## config.mk

```make
export PLATFORM = sky130hd
export DESIGN_NAME = pixel_port_demux
export DESIGN_NICKNAME = d
export VERILOG_FILES = /design/src/rtl/pxdemux_pkg.sv /design/src/rtl/pxd_mode_check.sv /design/src/rtl/pxd_loadgen.sv /design/src/rtl/pxd_sequencer.sv /design/src/rtl/pixel_port_demux.sv
export SDC_FILE = /design/constraint.sdc
export NUM_CORES = 1
export LEC_CHECK = 0
export BUFFER_PORTS_ARGS = -buffer_cell sky130_fd_sc_hd__buf_2
export CORE_UTILIZATION = 30
export DETAILED_ROUTE_END_ITERATION = 8
export GPL_TIMING_DRIVEN = 0
export PLACE_DENSITY = 0.48
export SYNTH_ARGS = -nofsm -noshare
export SYNTH_HDL_FRONTEND = slang
export SYNTH_SLANG_ARGS = --single-unit
```

## constraint.sdc

```tcl
create_clock -name clk -period 2.9 [get_ports clk]
set_input_delay 0.435 -clock clk [delete_from_list [all_inputs] [get_ports clk]]
set_output_delay 0.435 -clock clk [all_outputs]
set_load 0.01 [all_outputs]
```

## src/rtl/pxdemux_pkg.sv

```systemverilog
package pxdemux_pkg;
    localparam int COLOR_W   = 8;
    localparam int SEL_W     = 2;
    localparam int LANES     = 4;
    localparam int MAX_RATIO = 8;
    localparam int CNT_W     = $clog2(MAX_RATIO);
    localparam int RATIO_W   = CNT_W + 1;
    localparam int LANE_IX_W = $clog2(LANES);
    localparam int RGB_W     = 3 * COLOR_W;

    typedef enum logic [1:0] {
        MUX_2 = 2'd0, MUX_4 = 2'd1, MUX_8 = 2'd2, MUX_RSVD = 2'd3
    } mux_sel_e;

    typedef enum logic [1:0] {
        FMT_RGB24 = 2'd0, FMT_RGB16 = 2'd1, FMT_RGB15 = 2'd2, FMT_PAL8 = 2'd3
    } pix_fmt_e;

    typedef struct packed {
        logic [SEL_W-1:0]   sel;
        logic [COLOR_W-1:0] r;
        logic [COLOR_W-1:0] g;
        logic [COLOR_W-1:0] b;
    } lane_t;

    typedef struct packed {
        logic blank;
        logic sync;
        logic trisync;
        logic field;
    } vctl_t;

    function automatic logic [RATIO_W-1:0] ratio_of(mux_sel_e m, pix_fmt_e f);
        case (m)
            MUX_2:   return RATIO_W'(2);
            MUX_8:   return (f == FMT_PAL8) ? RATIO_W'(MAX_RATIO) : RATIO_W'(4);
            default: return RATIO_W'(4);
        endcase
    endfunction
endpackage

```

## src/rtl/pxd_mode_check.sv

```systemverilog
module pxd_mode_check
    import pxdemux_pkg::*;
(
    input  mux_sel_e           mode_i,
    input  pix_fmt_e           fmt_i,
    output logic [RATIO_W-1:0] ratio_o,
    output logic               err_o
);
    always_comb begin
        ratio_o = ratio_of(mode_i, fmt_i);
        err_o   = (mode_i == MUX_RSVD) || (mode_i == MUX_8 && fmt_i != FMT_PAL8);
    end
endmodule

```

## src/rtl/pxd_loadgen.sv

```systemverilog
module pxd_loadgen
    import pxdemux_pkg::*;
(
    input  logic               clk,
    input  logic               rst,
    input  logic [RATIO_W-1:0] ratio_i,
    output logic               loadout_o
);
    logic [CNT_W-1:0]   cnt_q;
    logic [CNT_W-1:0]   lim;
    logic [RATIO_W-1:0] half;

    assign lim       = CNT_W'(ratio_i - RATIO_W'(1));
    assign half      = ratio_i >> 1;
    assign loadout_o = ({1'b0, cnt_q} < half);

    always_ff @(posedge clk) begin
        if (rst)               cnt_q <= '0;
        else if (cnt_q >= lim) cnt_q <= '0;
        else                   cnt_q <= cnt_q + CNT_W'(1);
    end

    // divider wraps after its last count
    p_wrap_r1: assert property (@(posedge clk) disable iff (rst)
        (cnt_q >= lim) |=> (cnt_q == '0));
endmodule

```

## src/rtl/pxd_sequencer.sv

```systemverilog
module pxd_sequencer
    import pxdemux_pkg::*;
(
    input  logic               clk,
    input  logic               rst,
    input  logic               loadin_i,
    input  logic [RATIO_W-1:0] ratio_i,
    input  lane_t              lanes_i [LANES],
    input  vctl_t              ctl_i,
    output logic               valid_o,
    output logic               ovr_o,
    output logic [RGB_W-1:0]   rgb_o,
    output logic [SEL_W-1:0]   sel_o,
    output vctl_t              ctl_o
);
    logic               ld_q;
    logic               valid_q;
    logic               ovr_q;
    logic [CNT_W-1:0]   idx_q;
    logic [RATIO_W-1:0] m_q;
    lane_t              word_q [LANES];
    vctl_t              ctl_q;
    logic               rise, last, accept;
    logic [LANE_IX_W-1:0] lane_ix;
    lane_t              cur;

    assign rise   = loadin_i && !ld_q;
    assign last   = (idx_q == CNT_W'(m_q - RATIO_W'(1)));
    assign accept = rise && (!valid_q || last);

    always_ff @(posedge clk) begin
        if (rst) begin
            ld_q    <= 1'b0;
            valid_q <= 1'b0;
            ovr_q   <= 1'b0;
            idx_q   <= '0;
            m_q     <= RATIO_W'(4);
            ctl_q   <= '0;
        end else begin
            ld_q  <= loadin_i;
            ovr_q <= rise && valid_q && !last;
            if (accept) begin
                valid_q <= 1'b1;
                idx_q   <= '0;
                m_q     <= ratio_i;
                ctl_q   <= ctl_i;
            end else if (valid_q) begin
                if (last) valid_q <= 1'b0;
                else      idx_q   <= idx_q + CNT_W'(1);
            end
        end
    end

    always_ff @(posedge clk) begin
        if (accept) word_q <= lanes_i;
    end

    always_comb begin
        if (m_q == RATIO_W'(MAX_RATIO)) lane_ix = idx_q[CNT_W-1:1];
        else                            lane_ix = idx_q[LANE_IX_W-1:0];
        cur = word_q[lane_ix];
        if (m_q == RATIO_W'(MAX_RATIO))
            rgb_o = {{(RGB_W-COLOR_W){1'b0}}, (idx_q[0] ? cur.g : cur.r)};
        else
            rgb_o = {cur.r, cur.g, cur.b};
        sel_o = cur.sel;
    end

    assign valid_o = valid_q;
    assign ovr_o   = ovr_q;
    assign ctl_o   = ctl_q;

    // index advances one pixel per clock mid-word
    p_step_r8: assert property (@(posedge clk) disable iff (rst)
        (valid_q && !last && !rise) |=> (valid_q && idx_q == $past(idx_q) + CNT_W'(1)));
    // latched controls hold for the whole word
    p_ctl_hold_r7: assert property (@(posedge clk) disable iff (rst)
        (valid_q && !last) |=> $stable(ctl_q));
    // a dropped strobe never cuts the running word
    p_overrun_busy_r9: assert property (@(posedge clk) disable iff (rst)
        ovr_q |-> valid_q);
    // reset leaves the output idle
    p_reset_idle_r10: assert property (@(posedge clk)
        rst |=> (!valid_q && !ovr_q));
endmodule

```

## src/rtl/pixel_port_demux.sv

```systemverilog
module pixel_port_demux
    import pxdemux_pkg::*;
(
    input  logic                     clk,
    input  logic                     rst,
    input  logic                     loadin,
    input  logic [1:0]               mode_sel,
    input  logic [1:0]               fmt_sel,
    input  logic [LANES*RGB_W-1:0]   lane_rgb,
    input  logic [LANES*SEL_W-1:0]   lane_sel,
    input  logic                     blank_in,
    input  logic                     sync_in,
    input  logic                     trisync_in,
    input  logic                     field_in,
    output logic                     loadout,
    output logic                     mode_err,
    output logic                     overrun,
    output logic                     pix_valid,
    output logic [RGB_W-1:0]         pix_rgb,
    output logic [SEL_W-1:0]         pix_sel,
    output logic                     pix_blank,
    output logic                     pix_sync,
    output logic                     pix_trisync,
    output logic                     pix_field
);
    logic [RATIO_W-1:0] eff_ratio;
    lane_t              lanes [LANES];
    vctl_t              ctl_in, ctl_out;

    for (genvar i = 0; i < LANES; i++) begin : g_lane
        assign lanes[i].r   = lane_rgb[i*RGB_W + 2*COLOR_W +: COLOR_W];
        assign lanes[i].g   = lane_rgb[i*RGB_W + COLOR_W   +: COLOR_W];
        assign lanes[i].b   = lane_rgb[i*RGB_W             +: COLOR_W];
        assign lanes[i].sel = lane_sel[i*SEL_W +: SEL_W];
    end

    assign ctl_in = '{blank: blank_in, sync: sync_in, trisync: trisync_in, field: field_in};

    pxd_mode_check u_mode (
        .mode_i  (mux_sel_e'(mode_sel)),
        .fmt_i   (pix_fmt_e'(fmt_sel)),
        .ratio_o (eff_ratio),
        .err_o   (mode_err)
    );

    pxd_loadgen u_load (
        .clk       (clk),
        .rst       (rst),
        .ratio_i   (eff_ratio),
        .loadout_o (loadout)
    );

    pxd_sequencer u_seq (
        .clk      (clk),
        .rst      (rst),
        .loadin_i (loadin),
        .ratio_i  (eff_ratio),
        .lanes_i  (lanes),
        .ctl_i    (ctl_in),
        .valid_o  (pix_valid),
        .ovr_o    (overrun),
        .rgb_o    (pix_rgb),
        .sel_o    (pix_sel),
        .ctl_o    (ctl_out)
    );

    assign pix_blank   = ctl_out.blank;
    assign pix_sync    = ctl_out.sync;
    assign pix_trisync = ctl_out.trisync;
    assign pix_field   = ctl_out.field;

    // an illegal request always runs at 4:1
    p_fallback_r3: assert property (@(posedge clk) disable iff (rst)
        mode_err |-> (eff_ratio == RATIO_W'(4)));
endmodule

```

# == After elaboration in Yosys (flattened, before gate mapping) ==
# Cells that the tools add are included.
# classes
add_sub_neg,4
magnitude_cmp,3
eq_ne,6
n_mux,11
bitwise,2
n_reduce_logical,14
# op_table
op,n
binary-select mux 26 bit (select 2 bit),1
two-way mux 26 bit,2
two-way mux 24 bit,1
two-way mux 8 bit,1
case mux 4 bit (2 select lines),1
"adder 3 x 1 -> 3 bit, second input constant",2
"equality test 2 bit, second input constant",3
"subtractor 3 x 1 -> 3 bit, second input constant",2
logical AND 1 bit,5
"equality test 4 bit, second input constant",1
two-way mux 4 bit,1
OR reduction 2 bit,2
equality test 3 bit,1
>= comparator 3 bit,1
">= comparator 3 bit, second input constant",1
zero test 1 bit,3
< comparator 3 bit,1
two-way mux 1 bit,3
NOT 2 -> 3 bit,1
zero test 2 bit,1
logical OR 1 bit,2
two-way mux 2 bit,1
"inequality test 2 bit, second input constant",1
AND reduction 2 bit,1
NOT 1 bit,1
# totals
regBits,121
elab_cells,66

# == Depth between registers and ports, before layout ==
# logic_depth
ltp_word,8
depth_mapped,8
mapped_depth_nobuf,7

# == Modules after synthesis ==
# From an unflattened synthesis, not the netlist that was laid out.
# unflattened
hier_cells,327
area_unflattened_um2,5471.5
# modules_own_cells
module,instances,cells_per_inst,area_per_inst_um2
pxd_sequencer,1,292,5172.5
pxd_loadgen,1,28,250.2
pxd_mode_check,1,7,48.8

# == Worst setup path after synthesis ==
# OpenSTA, ideal clock, no wires.
# synth_path
path_type,register to register
from,reg u_seq.m_q[1]
to,reg u_seq.ctl_q (netlist bit u_seq.ctl_o[0])
setup_time_ns,0.128
arrival_ns,2.426
setup_slack_ns,0.346
path_stages_with_launch,8
path_buffers,0
synth_period_minus_slack_ns,2.554
path_cell_list,dfxtp_1 > inv_1 > ha_1 > xor2_1 > a31oi_4 > nor2_8 > mux2i_1 > nor2_1
# synth_between
elab_chain_len,4
# synth_rtl
element,line_no,text
"start, declared",pxd_sequencer.sv:20,logic [RATIO_W-1:0] m_q;
"start signal, assigned",pxd_sequencer.sv:45,m_q <= ratio_i;
subtractor 3 x 1 -> 3 bit,pxd_sequencer.sv:28,assign last = (idx_q == CNT_W'(m_q - RATIO_W'(1)));
equality test 3 bit,pxd_sequencer.sv:28,
logical OR 1 bit,pxd_sequencer.sv:29,assign accept = rise && (!valid_q || last);
logical AND 1 bit,pxd_sequencer.sv:29,
named net u_seq.accept,pxd_sequencer.sv:23,"logic rise, last, accept;"
"end signal, assigned",pxd_sequencer.sv:46,ctl_q <= ctl_i;
"end, declared",pxd_sequencer.sv:22,vctl_t ctl_q;
# The timed path passes the listed nets, and every way through them passes these cells.
# A chain may end at the register's enable or synchronous reset.

# == Worst setup path after layout ==
# layout_path
from,reg u_seq.idx_q[1]
to,out pix_rgb[11]
# layout_between
elab_chain_len,6
# layout_rtl
element,line_no,text
"start, declared",pxd_sequencer.sv:19,logic [CNT_W-1:0] idx_q;
"start signal, assigned",pxd_sequencer.sv:49,else idx_q <= idx_q + CNT_W'(1);
two-way mux 2 bit,pxd_sequencer.sv:59,if (m_q == RATIO_W'(MAX_RATIO)) lane_ix = idx_q[CNT_W-1:1];
NOT 2 -> 3 bit (not written as such),pxd_sequencer.sv:61,cur = word_q[lane_ix];
binary-select mux 26 bit (select 2 bit),pxd_sequencer.sv:61,
two-way mux 26 bit (not written as such) (2 in series),pxd_sequencer.sv:61,
two-way mux 24 bit,pxd_sequencer.sv:62,if (m_q == RATIO_W'(MAX_RATIO))
"end, declared",pixel_port_demux.sv:19,"output logic [RGB_W-1:0] pix_rgb,"
# Every way passes these cells. The select of a mux whose other input is x is not followed.

==> out/results.ini <==
[sta]
setup_ws_ps=120
max-slew-margin-rel=0.586
final.hold.worst_slack_ps=189
setup_repair_after_global_routing_missed_its_margin=false
finalMaxSlewViolations=0
final.setup_skew_ps=7.81
setup-violations-final=0
timing.final.crit_share=0.959
timing_worst_slew_pin_value_ps=619
timing.fmax_mhz=360
timing.final.crit_period_ps=2780
timing.final.hold_violations=0

[floorplanning]
floorplan.initialDensity=0.307
standard_cell_core_area_um2=17300
die_height_um=135
die_width_um=135
die-area_um2=18200
pin_count=149
placementRows=48

[cts]
cts-htree-levels=4
clk-insertion-delay-late_ps=420
cts.clk_slew.worst_paths_ps=60
cts_tree=built
clock-root-buffer=sky130_fd_sc_hd__clkbuf_16
cts_buffer_depth=2
tritoncts.num_buffers=17
hold_buffers=0
tritoncts_num_sinks=120

[worst_hold_path]
hold_start=lane_rgb[65]
worst_hold_path_type=primary input to flop

[finish]
layout_commonest_cell=sky130_fd_sc_hd__buf_2
final_util=0.413
post_layout_nonfiller_instances=767
area_growth_from_synthesis_to_layout_pct=34.4
antennaDiodeCount=0
finalNetCount=651
layout.cells.most_common_list=sky130_fd_sc_hd__buf_2 (152), sky130_fd_sc_hd__edfxtp_1 (104), sky130_fd_sc_hd__nor2b_1 (28)
share_of_layout_cells_above_drive_strength_1=0.430

[setup_path]
cp_launch_point=u_seq.idx_q[1]
timing.critical_path.fanout_max=10
cp_data_arrival_time_ps=2350
worst_path_largest_cell_delay_ps=400
critical_path.reg2reg.startpoint=u_seq.m_q[1]
critical_path.endpoint_type=primary output
critPathSlowestCell=sky130_fd_sc_hd__a211oi_1
critical_path.cell_chain=buf_4 -> buf_4 -> buf_2 -> a211oi_1 -> a211oi_1 -> buf_2
cpLargestDelayFamily=buffers and inverters
worstPathBufferInverterCount=4
setup.worst_path.class=flop to primary output
crit_required_ps=2470
critPathLaunchType=flop

[power]
total_power_mw=4.70
worst_ir_drop_vdd_v=0.000435
power.static_leakage_nw=2.66
cellPowerDensity_nw_per_um2=658

[grt]
first_pass_grt_wire_length_mm=21.6
busiest_layer=met2
grt.met3_usage=0.0586
grt_util_met2=0.261
groute.usage.overall=0.164
first_global_vias=3880
grt_overflow=0
grt_start_max_net_pins=46
grt_antenna_before_repair=1
global_route_met1_usage=0.205

[drt]
drtAntennaViolNets=0
vias_per_cell=4.86
dr.first_iter.drc_count=201
routed_wire_length_per_instance_um=18.3
drc=0
initial_drt_pass_iterations=5
vias=3726
total_routed_length_mm=14.0

[logic_synthesis]
synth_nets=478
netlist_instances=356
synth_compound_gate_area_share=0.142
synth_fa_ha_area_frac=0.0165
avgSynthCellArea_um2=14.9
synth_xor_xnor_area_share=0.00494
synthesized_area_fraction_occupied_by_and_or_nand_nor_cells=0.0794
synth-warning-count=0
netlist_top_cells_area=sky130_fd_sc_hd__edfxtp_1 (59%), sky130_fd_sc_hd__dfxtp_1 (6.0%), sky130_fd_sc_hd__mux4_2 (4.2%)
synthesis.area_um2=5310
synth_top_area_cell=sky130_fd_sc_hd__edfxtp_1
yosys_register_bits=120
dominant_combinational_cell_family_by_area_after_synthesis=compound AO/OA/AOI/OAI gates
ys_seq_area_frac=0.648
distinct_cell_type_count_after_synthesis=42
post-synth-top-area-fraction=0.588
yosys-mux-area-fraction=0.0819

[placement]
detailedPlace.worstSlack_ps=-64.8
detailed_place_hpwl_mm=10.0
dp_cells=731
placement.io_buffers=148
gpl.final_weighted_congestion=0.725

[run]
cap_viol_max_count=0

[status]
outcome=complete, no violations

[registers in the layout, indices dropped and copies added, names as in the netlist]
name           flops
u_load.cnt_q       3
u_seq.ctl_o        4
u_seq.idx_q        3
u_seq.ld_q         1
u_seq.m_q          3
u_seq.ovr_o        1
u_seq.valid_o      1
u_seq.word_q     104
[area by class of cell]
cell class              instances  area (um2)
inverters                       6        22.5
well taps                     225         282
repair buffers                154         823
clock buffers                  18         429
fillers                      1652       10200
multi-input cells             210        1840
clock inverters                14         173
plain buffers                  20         133
flip-flops and latches        120        3440
[report_power, final]
part           internal [mW]  switching [mW]
sequential              2.00          0.0439
combinational          0.235           0.274
clock                   1.36           0.796
total                   3.59            1.11
[per-stage QoR]
step,setup TNS (ps),cell area (um2)
6_report,0,7140
5_1_grt,0,7140
4_1_cts,0,7110
3_5_place_dp,-129,6380
3_3_place_gp,-12380,6340
2_1_floorplan,0,5310
[worst register-to-register path: stages, from the launching register on]
cell and delay (ps):
sky130_fd_sc_hd__dfxtp_2 340, sky130_fd_sc_hd__inv_1 70, sky130_fd_sc_hd__ha_4 260, sky130_fd_sc_hd__xor2_1 230
sky130_fd_sc_hd__a31oi_4 200, sky130_fd_sc_hd__nor2_8 470, sky130_fd_sc_hd__buf_12 310
[final timing paths]
| check | slack [ps] | end | depth (start not counted) |
|---|---|---|---|
| setup / recovery | 120 | pix_rgb[11] | 6 |
| hold / removal | 190 | u_seq.word_q[43] | 1 |
| setup reg to reg | 670 | u_seq.word_q[27] | 6 |
| hold reg to reg | 500 | u_seq.ctl_o[3] | 2 |
[per-layer routing]
| metal | up-vias | part of all wire |
|---|---|---|
| met4 | 2 | 0.014 |
| met1 | 1829 | 0.44 |
| met3 | 18 | 0.065 |
| met5 | - | 0.00078 |
| li1 | 1772 | - |
| met2 | 105 | 0.48 |
[kinds of logic (layout without fill, tap and decap cells)]
| logic type | count (synthesis) | count (layout) |
|---|---|---|
| flops | 120 | 120 |
| compound gates | 93 | 93 |
| simple gates | 76 | 76 |
| mux | 31 | 31 |
| buf+inv | 26 | 212 |
| fa+ha+maj | 7 | 7 |
| xor+xnor | 3 | 3 |
[what timing repair did]
action | CTS | global route
pin swaps | 2 | 2
endpoints found under the setup margin | 17 | 20
endpoints found under the hold margin | 0 | 0
gates resized for setup | 17 | 6
buffers inserted | 2 | 2
[synthesized netlist by cell type]
library cell	number
sky130_fd_sc_hd__edfxtp_1	104
sky130_fd_sc_hd__nor2b_1	28
sky130_fd_sc_hd__a211oi_1	24
sky130_fd_sc_hd__mux2i_1	21
sky130_fd_sc_hd__nor2_1	20
sky130_fd_sc_hd__a21oi_1	16
sky130_fd_sc_hd__dfxtp_1	16
sky130_fd_sc_hd__mux4_2	10
sky130_fd_sc_hd__nand2b_1	10
sky130_fd_sc_hd__o21ai_0	10
sky130_fd_sc_hd__a221oi_2	8
sky130_fd_sc_hd__nand2_1	8
sky130_fd_sc_hd__o2111a_1	8
sky130_fd_sc_hd__a221oi_1	7
sky130_fd_sc_hd__ha_1	7
sky130_fd_sc_hd__o22ai_1	7
sky130_fd_sc_hd__buf_2	6
sky130_fd_sc_hd__clkbuf_1	6
sky130_fd_sc_hd__inv_1	6
sky130_fd_sc_hd__buf_4	4
sky130_fd_sc_hd__a2111oi_0	3
sky130_fd_sc_hd__buf_6	3
sky130_fd_sc_hd__a31oi_1	2
sky130_fd_sc_hd__and2_1	2
sky130_fd_sc_hd__nand3_1	2
sky130_fd_sc_hd__xor2_1	2
sky130_fd_sc_hd__a21boi_2	1
sky130_fd_sc_hd__a21o_1	1
sky130_fd_sc_hd__a221o_1	1
sky130_fd_sc_hd__a31oi_4	1
sky130_fd_sc_hd__and3_1	1
sky130_fd_sc_hd__clkbuf_2	1
sky130_fd_sc_hd__nand2_4	1
sky130_fd_sc_hd__nand3b_1	1
sky130_fd_sc_hd__nor2_8	1
sky130_fd_sc_hd__nor3_1	1
sky130_fd_sc_hd__o21ai_1	1
sky130_fd_sc_hd__o22ai_4	1
sky130_fd_sc_hd__o2bb2ai_1	1
sky130_fd_sc_hd__o31ai_1	1
sky130_fd_sc_hd__or2_1	1
sky130_fd_sc_hd__xnor2_1	1
Power figures use the tool's default switching activity.
